==> src/rtl/slp_pkg.sv <==
package slp_pkg;
    localparam int NSRC     = 7;
    localparam int SRC_PCHG = 3;
    localparam int SRC_ADC  = 5;

    typedef enum logic [1:0] {
        M_IDLE  = 2'b00,
        M_ADCNR = 2'b01,
        M_PDOWN = 2'b10,
        M_STBY  = 2'b11
    } slp_mode_e;

    typedef enum logic [1:0] {
        S_RUN   = 2'b00,
        S_SLEEP = 2'b01,
        S_WAKE  = 2'b10
    } slp_state_e;

    typedef struct packed {
        logic cpu;
        logic flash;
        logic io;
        logic adc;
        logic osc;
    } clk_mask_t;
endpackage

==> src/rtl/slp_mode_decode.sv <==
module slp_mode_decode
    import slp_pkg::*;
(
    input  slp_mode_e         mode,
    output clk_mask_t         mask,
    output logic [NSRC-1:0]   wake_ok
);
    always_comb begin
        mask = '0;
        unique case (mode)
            M_IDLE:  begin mask.io = 1'b1; mask.adc = 1'b1; mask.osc = 1'b1; end
            M_ADCNR: begin mask.adc = 1'b1; mask.osc = 1'b1; end
            M_PDOWN: mask = '0;
            M_STBY:  mask.osc = 1'b1;
            default: mask = '0;
        endcase
    end

    for (genvar i = 0; i < NSRC; i++) begin : g_src
        localparam bit IN_NR = (i <= SRC_ADC);
        localparam bit IN_PD = (i <= SRC_PCHG);
        assign wake_ok[i] = IN_PD || (mode == M_IDLE) || (IN_NR && mode == M_ADCNR);
    end
endmodule

==> src/rtl/slp_wake_timer.sv <==
module slp_wake_timer #(
    parameter int CNT_W = 10
) (
    input  logic             clk,
    input  logic             rst_n,
    input  logic             load,
    input  logic             load_slow,
    input  logic [CNT_W-1:0] load_val,
    input  logic             slow_tick,
    output logic             expire
);
    typedef struct packed {
        logic             active;
        logic             slow;
        logic [CNT_W-1:0] cnt;
    } tmr_t;

    tmr_t tmr_d, tmr_q;
    logic step;

    always_comb begin
        step   = tmr_q.slow ? slow_tick : 1'b1;
        expire = tmr_q.active && step && (tmr_q.cnt == '0);
        tmr_d  = tmr_q;
        if (load) begin
            tmr_d.active = 1'b1;
            tmr_d.slow   = load_slow;
            tmr_d.cnt    = load_val;
        end else if (tmr_q.active && step) begin
            if (tmr_q.cnt == '0) tmr_d.active = 1'b0;
            else                 tmr_d.cnt    = tmr_q.cnt - 1'b1;
        end
    end

    always_ff @(posedge clk or negedge rst_n) begin
        if (!rst_n) tmr_q <= '0;
        else        tmr_q <= tmr_d;
    end

    // a slow-clocked count only moves on a tick
    a_r7_hold_between_ticks: assert property (@(posedge clk) disable iff (!rst_n)
        (tmr_q.active && tmr_q.slow && !slow_tick && !load) |=> $stable(tmr_q.cnt));
    // expiry ends the count
    a_r6_expire_stops: assert property (@(posedge clk) disable iff (!rst_n)
        (expire && !load) |=> !tmr_q.active);
endmodule

==> src/rtl/slp_clk_ctrl.sv <==
module slp_clk_ctrl
    import slp_pkg::*;
#(
    parameter int STBY_CYC = 6,
    parameter int PD_BASE  = 4,
    parameter int CNT_W    = 10
) (
    input  logic            clk,
    input  logic            rst_n,
    input  logic            sleep_req,
    input  logic [1:0]      mode_sel,
    input  logic            xtal_sel,
    input  logic            adc_on,
    input  logic [1:0]      pd_dly_sel,
    input  logic            slow_tick,
    input  logic [6:0]      wake_src,
    output logic            cpu_clk_en,
    output logic            flash_clk_en,
    output logic            io_clk_en,
    output logic            adc_clk_en,
    output logic            osc_en,
    output logic            adc_start,
    output logic            inbuf_off
);
    localparam logic [CNT_W-1:0] STBY_LOAD = CNT_W'(STBY_CYC - 1);
    localparam logic [CNT_W-1:0] PD_UNIT   = CNT_W'(PD_BASE);

    typedef struct packed {
        slp_state_e st;
        slp_mode_e  mode;
        logic       go;
    } ctl_t;

    ctl_t ctl_d, ctl_q;
    slp_mode_e        mode_eff;
    clk_mask_t        req_mask, cur_mask, ce;
    logic [NSRC-1:0]  req_ok, cur_ok;
    logic             tmr_load, tmr_slow, tmr_expire;
    logic [CNT_W-1:0] tmr_val, pd_len;

    assign mode_eff = (slp_mode_e'(mode_sel) == M_STBY && !xtal_sel) ? M_PDOWN
                                                                     : slp_mode_e'(mode_sel);
    assign pd_len   = PD_UNIT << {pd_dly_sel, 1'b0};

    slp_mode_decode u_req_dec (.mode(mode_eff),   .mask(req_mask), .wake_ok(req_ok));
    slp_mode_decode u_cur_dec (.mode(ctl_q.mode), .mask(cur_mask), .wake_ok(cur_ok));

    slp_wake_timer #(.CNT_W(CNT_W)) u_tmr (
        .clk(clk), .rst_n(rst_n), .load(tmr_load), .load_slow(tmr_slow),
        .load_val(tmr_val), .slow_tick(slow_tick), .expire(tmr_expire)
    );

    always_comb begin
        ctl_d    = ctl_q;
        ctl_d.go = 1'b0;
        tmr_load = 1'b0;
        tmr_slow = 1'b0;
        tmr_val  = '0;
        unique case (ctl_q.st)
            S_RUN: begin
                if (sleep_req && !(|(wake_src & req_ok))) begin
                    ctl_d.st   = S_SLEEP;
                    ctl_d.mode = mode_eff;
                    ctl_d.go   = adc_on && req_mask.adc;
                end
            end
            S_SLEEP: begin
                if (|(wake_src & cur_ok)) begin
                    if (ctl_q.mode == M_PDOWN) begin
                        ctl_d.st = S_WAKE;
                        tmr_load = 1'b1;
                        tmr_slow = 1'b1;
                        tmr_val  = pd_len - 1'b1;
                    end else if (ctl_q.mode == M_STBY) begin
                        ctl_d.st = S_WAKE;
                        tmr_load = 1'b1;
                        tmr_val  = STBY_LOAD;
                    end else begin
                        ctl_d.st = S_RUN;
                    end
                end
            end
            S_WAKE: begin
                if (tmr_expire) ctl_d.st = S_RUN;
            end
            default: ctl_d.st = S_RUN;
        endcase
    end

    always_ff @(posedge clk or negedge rst_n) begin
        if (!rst_n) ctl_q <= '{st: S_RUN, mode: M_IDLE, go: 1'b0};
        else        ctl_q <= ctl_d;
    end

    always_comb begin
        unique case (ctl_q.st)
            S_SLEEP: ce = cur_mask;
            S_WAKE:  ce = '{cpu: 1'b0, flash: 1'b0, io: 1'b0, adc: 1'b0, osc: 1'b1};
            default: ce = '1;
        endcase
    end

    assign cpu_clk_en   = ce.cpu;
    assign flash_clk_en = ce.flash;
    assign io_clk_en    = ce.io;
    assign adc_clk_en   = ce.adc;
    assign osc_en       = ce.osc;
    assign adc_start    = ctl_q.go;
    assign inbuf_off    = !ce.io && !ce.adc;

    // CPU clock only runs with every other clock running
    a_r1_cpu_needs_all: assert property (@(posedge clk) disable iff (!rst_n)
        cpu_clk_en |-> (flash_clk_en && io_clk_en && adc_clk_en && osc_en));
    // a stopped oscillator means every domain is stopped
    a_r4_osc_off_all_off: assert property (@(posedge clk) disable iff (!rst_n)
        !osc_en |-> !(cpu_clk_en || flash_clk_en || io_clk_en || adc_clk_en));
    // during a wake delay only the oscillator runs
    a_r6_wake_osc_only: assert property (@(posedge clk) disable iff (!rst_n)
        (ctl_q.st == S_WAKE) |-> (osc_en && !cpu_clk_en && !io_clk_en));
    // start pulse lasts one cycle and only while sleeping with ADC clock on
    a_r8_single_pulse: assert property (@(posedge clk) disable iff (!rst_n)
        adc_start |=> !adc_start);
    a_r8_pulse_context: assert property (@(posedge clk) disable iff (!rst_n)
        adc_start |-> (ctl_q.st == S_SLEEP && adc_clk_en && !cpu_clk_en));
    // buffers only disabled with both I/O and ADC clocks off
    a_r9_inbuf_off: assert property (@(posedge clk) disable iff (!rst_n)
        inbuf_off |-> (!io_clk_en && !adc_clk_en));
    // an allowed active source cancels the sleep command
    a_r10_skip_sleep: assert property (@(posedge clk) disable iff (!rst_n)
        (ctl_q.st == S_RUN && sleep_req && |(wake_src & req_ok)) |=> cpu_clk_en);
    // without an allowed source the sleep state and its mode hold
    a_r11_hold_sleep: assert property (@(posedge clk) disable iff (!rst_n)
        (ctl_q.st == S_SLEEP && !(|(wake_src & cur_ok)))
            |=> (ctl_q.st == S_SLEEP && $stable(ctl_q.mode)));
endmodule

==> config.mk <==
export PLATFORM = sky130hd
export DESIGN_NAME = slp_clk_ctrl
export DESIGN_NICKNAME = d
export VERILOG_FILES = /design/src/rtl/slp_pkg.sv /design/src/rtl/slp_mode_decode.sv /design/src/rtl/slp_wake_timer.sv /design/src/rtl/slp_clk_ctrl.sv
export SDC_FILE = /design/constraint.sdc
export NUM_CORES = 1
export LEC_CHECK = 0
export ABC_AREA = 1
export BUFFER_PORTS_ARGS = -buffer_cell sky130_fd_sc_hd__buf_2
export CAP_MARGIN = 20
export CORE_MARGIN = 4
export CORE_UTILIZATION = 57
export DETAILED_ROUTE_END_ITERATION = 10
export PLACE_DENSITY_LB_ADDON = 0.2
export SYNTH_ARGS = -nofsm -noshare
export SYNTH_HDL_FRONTEND = slang
export SYNTH_HIERARCHICAL = 1
export SYNTH_SLANG_ARGS = --single-unit
==> constraint.sdc <==
create_clock -name clk -period 2.1 [get_ports clk]
set_input_delay 0.42 -clock clk [delete_from_list [all_inputs] [get_ports clk]]
set_output_delay 0.42 -clock clk [all_outputs]
set_load 0.03 [all_outputs]
==> After elaboration in Yosys (flattened, before gate mapping) <==
Index checks and enable logic that the tools add are counted.
Widths: inputs -> output; s select.
{ "classes": {"n_addsub": 2, "n_eq_ne": 11, "n_shift": 1, "mux": 31, "bitwise": 2, "reduce_logical": 27} }
{ "ops": {"columns": ["op", "n"], "rows": [
  ["$mux 10", 6],
  ["$sub 10x1->10 const B", 2],
  ["$mux 1", 15],
  ["$and 7x7->7", 2],
  ["$reduce_or 7->1", 2],
  ["$logic_not 10->1", 1],
  ["$mux 2", 5],
  ["$pmux 5 s2", 1],
  ["$shl 3x3->10 const A", 1],
  ["$eq 2x2->1 const B", 4],
  ["$ne 2x2->1 const B", 4],
  ["$eq 2x1->1 const B", 3],
  ["$logic_and 1x1->1", 6],
  ["$logic_not 2->1", 3],
  ["$pmux 2 s3", 1],
  ["$reduce_and 2->1", 3],
  ["$mux 5", 1],
  ["$logic_not 1->1", 4],
  ["$reduce_bool 2->1", 2],
  ["$reduce_or 2->1", 2],
  ["$mux 3", 1],
  ["$reduce_and 3->1", 1],
  ["$reduce_or 3->1", 1],
  ["$logic_or 1x1->1", 2],
  ["$pmux 1 s2", 1]
]} }
{ "word_totals": {"regBits": 17, "inputBits": 17, "out_inout_bits": 7, "word_cells": 80} }

==> Logic depth before layout (Yosys ltp) <==
{ "logic_depth": {"ltp_word": 11, "ltp_mapped": 14, "mapped_depth_nobuf": 12} }

==> Modules after synthesis <==
The synthesis kept the hierarchy.
{ "modules_own_cells": {"columns": ["mod", "n_inst", "cells_per_inst", "area_per_inst_um2", "seq_area_each_um2"], "rows": [
  ["slp_wake_timer", 1, 120, 857.1, 300.3],
  ["slp_clk_ctrl", 1, 95, 549.3, 125.1],
  ["slp_mode_decode", 2, 15, 90.1, 0.0]
]} }

==> Least setup slack after synthesis <==
OpenSTA, ideal clock, no wires.
{ "synth_timing": {"path_type": "reg-to-output", "start": "register ctl_q[4] (netlist name)", "end": "output port inbuf_off", "arrival_time_ps": 1582, "required_ps": 1680, "path_slack_ps": 98, "path_stages_with_launch": 7, "n_path_buf": 1, "path_cell_list": "dfrtp_1 > inv_1 > ha_1 > buf_2 > or2_1 > nand2_1 > nor2_1"} }
{ "synth_between": {"elab_chain_cells": 4, "word_cells_on_any_way": 6, "cone_classes": "eq/ne: 2; mux: 1; reduce/logical: 3"} }
{ "synth_lines": {"columns": ["element", "line_no", "text"], "rows": [
  ["start: declaration", "slp_clk_ctrl.sv:34", "ctl_t ctl_d, ctl_q;"],
  ["start signal: assignment", "slp_clk_ctrl.sv:91", "if (!rst_n) ctl_q <= '{st: S_RUN, mode: M_IDLE, go: 1'b0};"],
  ["start signal: assignment", "slp_clk_ctrl.sv:92", "else ctl_q <= ctl_d;"],
  ["$eq 2x2->1 or $eq 2x1->1 (tied branches)", "slp_clk_ctrl.sv:96", "unique case (ctl_q.st)"],
  ["$pmux 5 s2 *", "slp_clk_ctrl.sv:96", null],
  ["net adc_clk_en", "slp_clk_ctrl.sv:20", "output logic adc_clk_en,"],
  ["$logic_not 1->1 *", "slp_clk_ctrl.sv:109", "assign inbuf_off = !ce.io && !ce.adc;"],
  ["$logic_and 1x1->1 *", "slp_clk_ctrl.sv:109", null],
  ["end: declaration", "slp_clk_ctrl.sv:23", "output logic inbuf_off"]
]} }
Mark *: on every way through the listed nets, which the timed path passes. The rest lies on a longest branch.

==> Worst setup path after layout <==
{ "layout_timing": {"start": "register ctl_q[3] (netlist name)", "end": "output port inbuf_off"} }
{ "layout_between": {"elab_chain_cells": 4, "word_cells_on_any_way": 6, "cone_classes": "eq/ne: 2; mux: 1; reduce/logical: 3"} }
{ "layout_lines": {"columns": ["element", "line_no"], "rows": [
  ["$eq 2x2->1 or $eq 2x1->1 (tied branches)", "slp_clk_ctrl.sv:96"],
  ["$pmux 5 s2 *", "slp_clk_ctrl.sv:96"],
  ["$logic_not 1->1", "slp_clk_ctrl.sv:109"],
  ["$logic_and 1x1->1 *", "slp_clk_ctrl.sv:109"]
]} }
Mark *: on every way between the ends. The rest lies on a longest branch, timed or not.

==> summary.md <==
| Metric | Value |
|---|---|
| Post-DRT Antenna Nets | 0 |
| Total iterations of the first detailed-routing run | 4 |
| CTS H-Tree Depth | 1 |
| Ant diodes | 0 |
| Clk sinks | 17 |
| Register Area | 425 um^2 |
| Fin Setup TNS | 0 ps |
| Total gr overflow | 0 |
| Post-Syn Area | 1560 um^2 |
| Maximum vdd ir drop | 1.04 mV |
| Port bufs | 23 |
| Yosys warns | 6 |
| Min-delay worst type | in -> async |
| Largest net degree at the start of global routing | 18 |
| Pwr Total | 2.32 mW |
| Top Ports | 24 |
| DRC | 0 |
| Multi-input combinational cell area | 901 um^2 |
| Startpoint Class | flop |
| GR Util All Layers | 19.3% |
| CP max FO | 4 |
| Worst-skew pair later-pin latency | 290 ps |
| DP HPWL | 2330 um |
| Delay of the slowest cell on the worst path | 420 ps |
| GP Congestion | 0.828 |
| Final-report max-slew violation count | 0 |
| CTS tree | built |
| # rows | 18 |
| Setup CP Type | reg -> out |
| Crit end category | output pin |
| R2R Path End | u_tmr/tmr_q[5] |
| CTS Buf Count | 3 |
| Via count | 1346 |
| Mean Syn Cell Area | 6.50 um^2 |
| Area delta synth->final | 4.89% |
| Die Footprint | 3640 um^2 |
| Max Root-Sink Buffers | 2 |
| Pwr dens | 1420 nW/um^2 |
| Final Skew | 3.65 ps |
| Worst reg2reg path depth | 11 |
| MaxCap Viol Count | 0 |
| Tcrit/Tclk final | 94.8% |
| Fill count | 251 |
| Hold_buf cts | 0 |
| Initial antenna violation count | 0 |
| Slowest library cell on the worst path | dfrtp_1 |
| Worst Path Arrival | 1570 ps |
| Global-route wire length before repair | 5290 um |
| Worst EP required | 1680 ps |
| Vias in the first global route | 1225 |
| Share of layout cells above drive strength 1 | 22.8% |
| Fmax | 0.502 GHz |
| CTS Root Buffer Type | clkbuf_4 |
| Initial Utilization | 61.3% |
| Outcome | completed |
| Core area | 2540 um^2 |
| Chip width | 60.3 um |
| Drt total wl | 2830 um |
| RR Startpoint | ctl_q[4] |
| Vias per cell | 4.74 |
| Unrepaired setup endpoints after global routing | no |
| Final hold slack | 33.1 ps |
| Number of hold violations in the final report | 0 |
| Leakage | 0.915 nW |
| Post-Syn Instances | 240 |
| Reg clk slew, reported paths | 100 ps |
| Routed len/inst | 9.98 um |
| DR iter-0 viols | 66 |
| Final setup viols | 0 |
| Final min period | 1990 ps |
| Die Height | 60.3 um |
| Final nets | 277 |
| Setup slack, reg-to-reg | 290 ps |
| Crit path cell chain | inv_1 > ha_1 > or2_1 > nand2_1 > nor2_1 > buf_2 |
layout by cell type (no fill, tap or decap), types with 2 or more instances in the layout:
cell type  instances
conb_1            11
o21ai_0           13
nand2_4            2
nand3_2            4
inv_1             26
dfrtp_1           17
buf_2             23
nand4_1            2
or2_2              3
a21oi_1            2
nand2_1           82
clkbuf_4           3
o21ai_2            5
nand3_1           11
nand2_2            5
nor2_1            20
nor3_1             2
nor2_4             2
ha_1               4
inv_2              6
flip-flops by register name, summed over array words and instances, names as in the netlist:
signal and flops:
u_tmr/tmr_q 12, adc_start 1, ctl_q 4
worst max-delay path: cells and delay by family (launching register included):
family,cells,cell delay (ps)
flops,1,420
simple gates,3,400
buf+inv,2,250
fa+ha+maj,1,200
per-stage QoR:
step                      instance area, um^2  instances  setup WS (ps)  util, %
after global placement                   1600        280            259     62.8
final                                    1640        284            109     64.3
after detailed placement                 1600        280            168     62.8
after global routing                     1640        284           9.43     64.3
after floorplan                          1590        247           98.1        -
after CTS                                1630        284           36.2     63.9
power by group:
group / internal [mW] / total, mW / leakage (nW) / switching (mW)
clock: 0.0740 / 0.178 / 0.0150 / 0.104
sequential: 0.478 / 0.593 / 0.213 / 0.115
combinational: 0.512 / 1.55 / 0.687 / 1.04
total: 1.06 / 2.32 / 0.915 / 1.26
area by class of cell:
type,count,share of cell area (%)
inverter,33,7.57
timing repair buffer,24,7.49
tap,30,2.29
multi-input combinational,176,55.0
clock buffer,4,1.61
sequential,17,26.0
worst max-delay path by stage:
stage          slack, ps  cells after the start              to     start
6_report             110                      6       inbuf_off  ctl_q[3]
5_1_grt                9                      6       inbuf_off  ctl_q[4]
4_1_cts               40                      6       inbuf_off  ctl_q[4]
3_5_place_dp         170                     11  u_tmr/tmr_q[5]  ctl_q[4]
3_3_place_gp         260                     11  u_tmr/tmr_q[5]  ctl_q[4]
2_1_floorplan        100                      6       inbuf_off  ctl_q[4]
metal layers:
layer / routed length [um] / global-route usage, % / up-vias
met5: 0 / 0 / -
met2: 1270 / 29.0 / 27
met4: 25 / 4.11 / 0
met3: 129 / 4.97 / 4
met1: 1410 / 27.8 / 581
li1: - / - / 734
what timing repair did:
item | in CTS | in global routing
hold endpoints to repair | 0 | 0
resized for setup | 1 | 1
setup endpoints to repair | 1 | 5
setup buffers | 0 | 0
(Power assumes the default switching activity.)
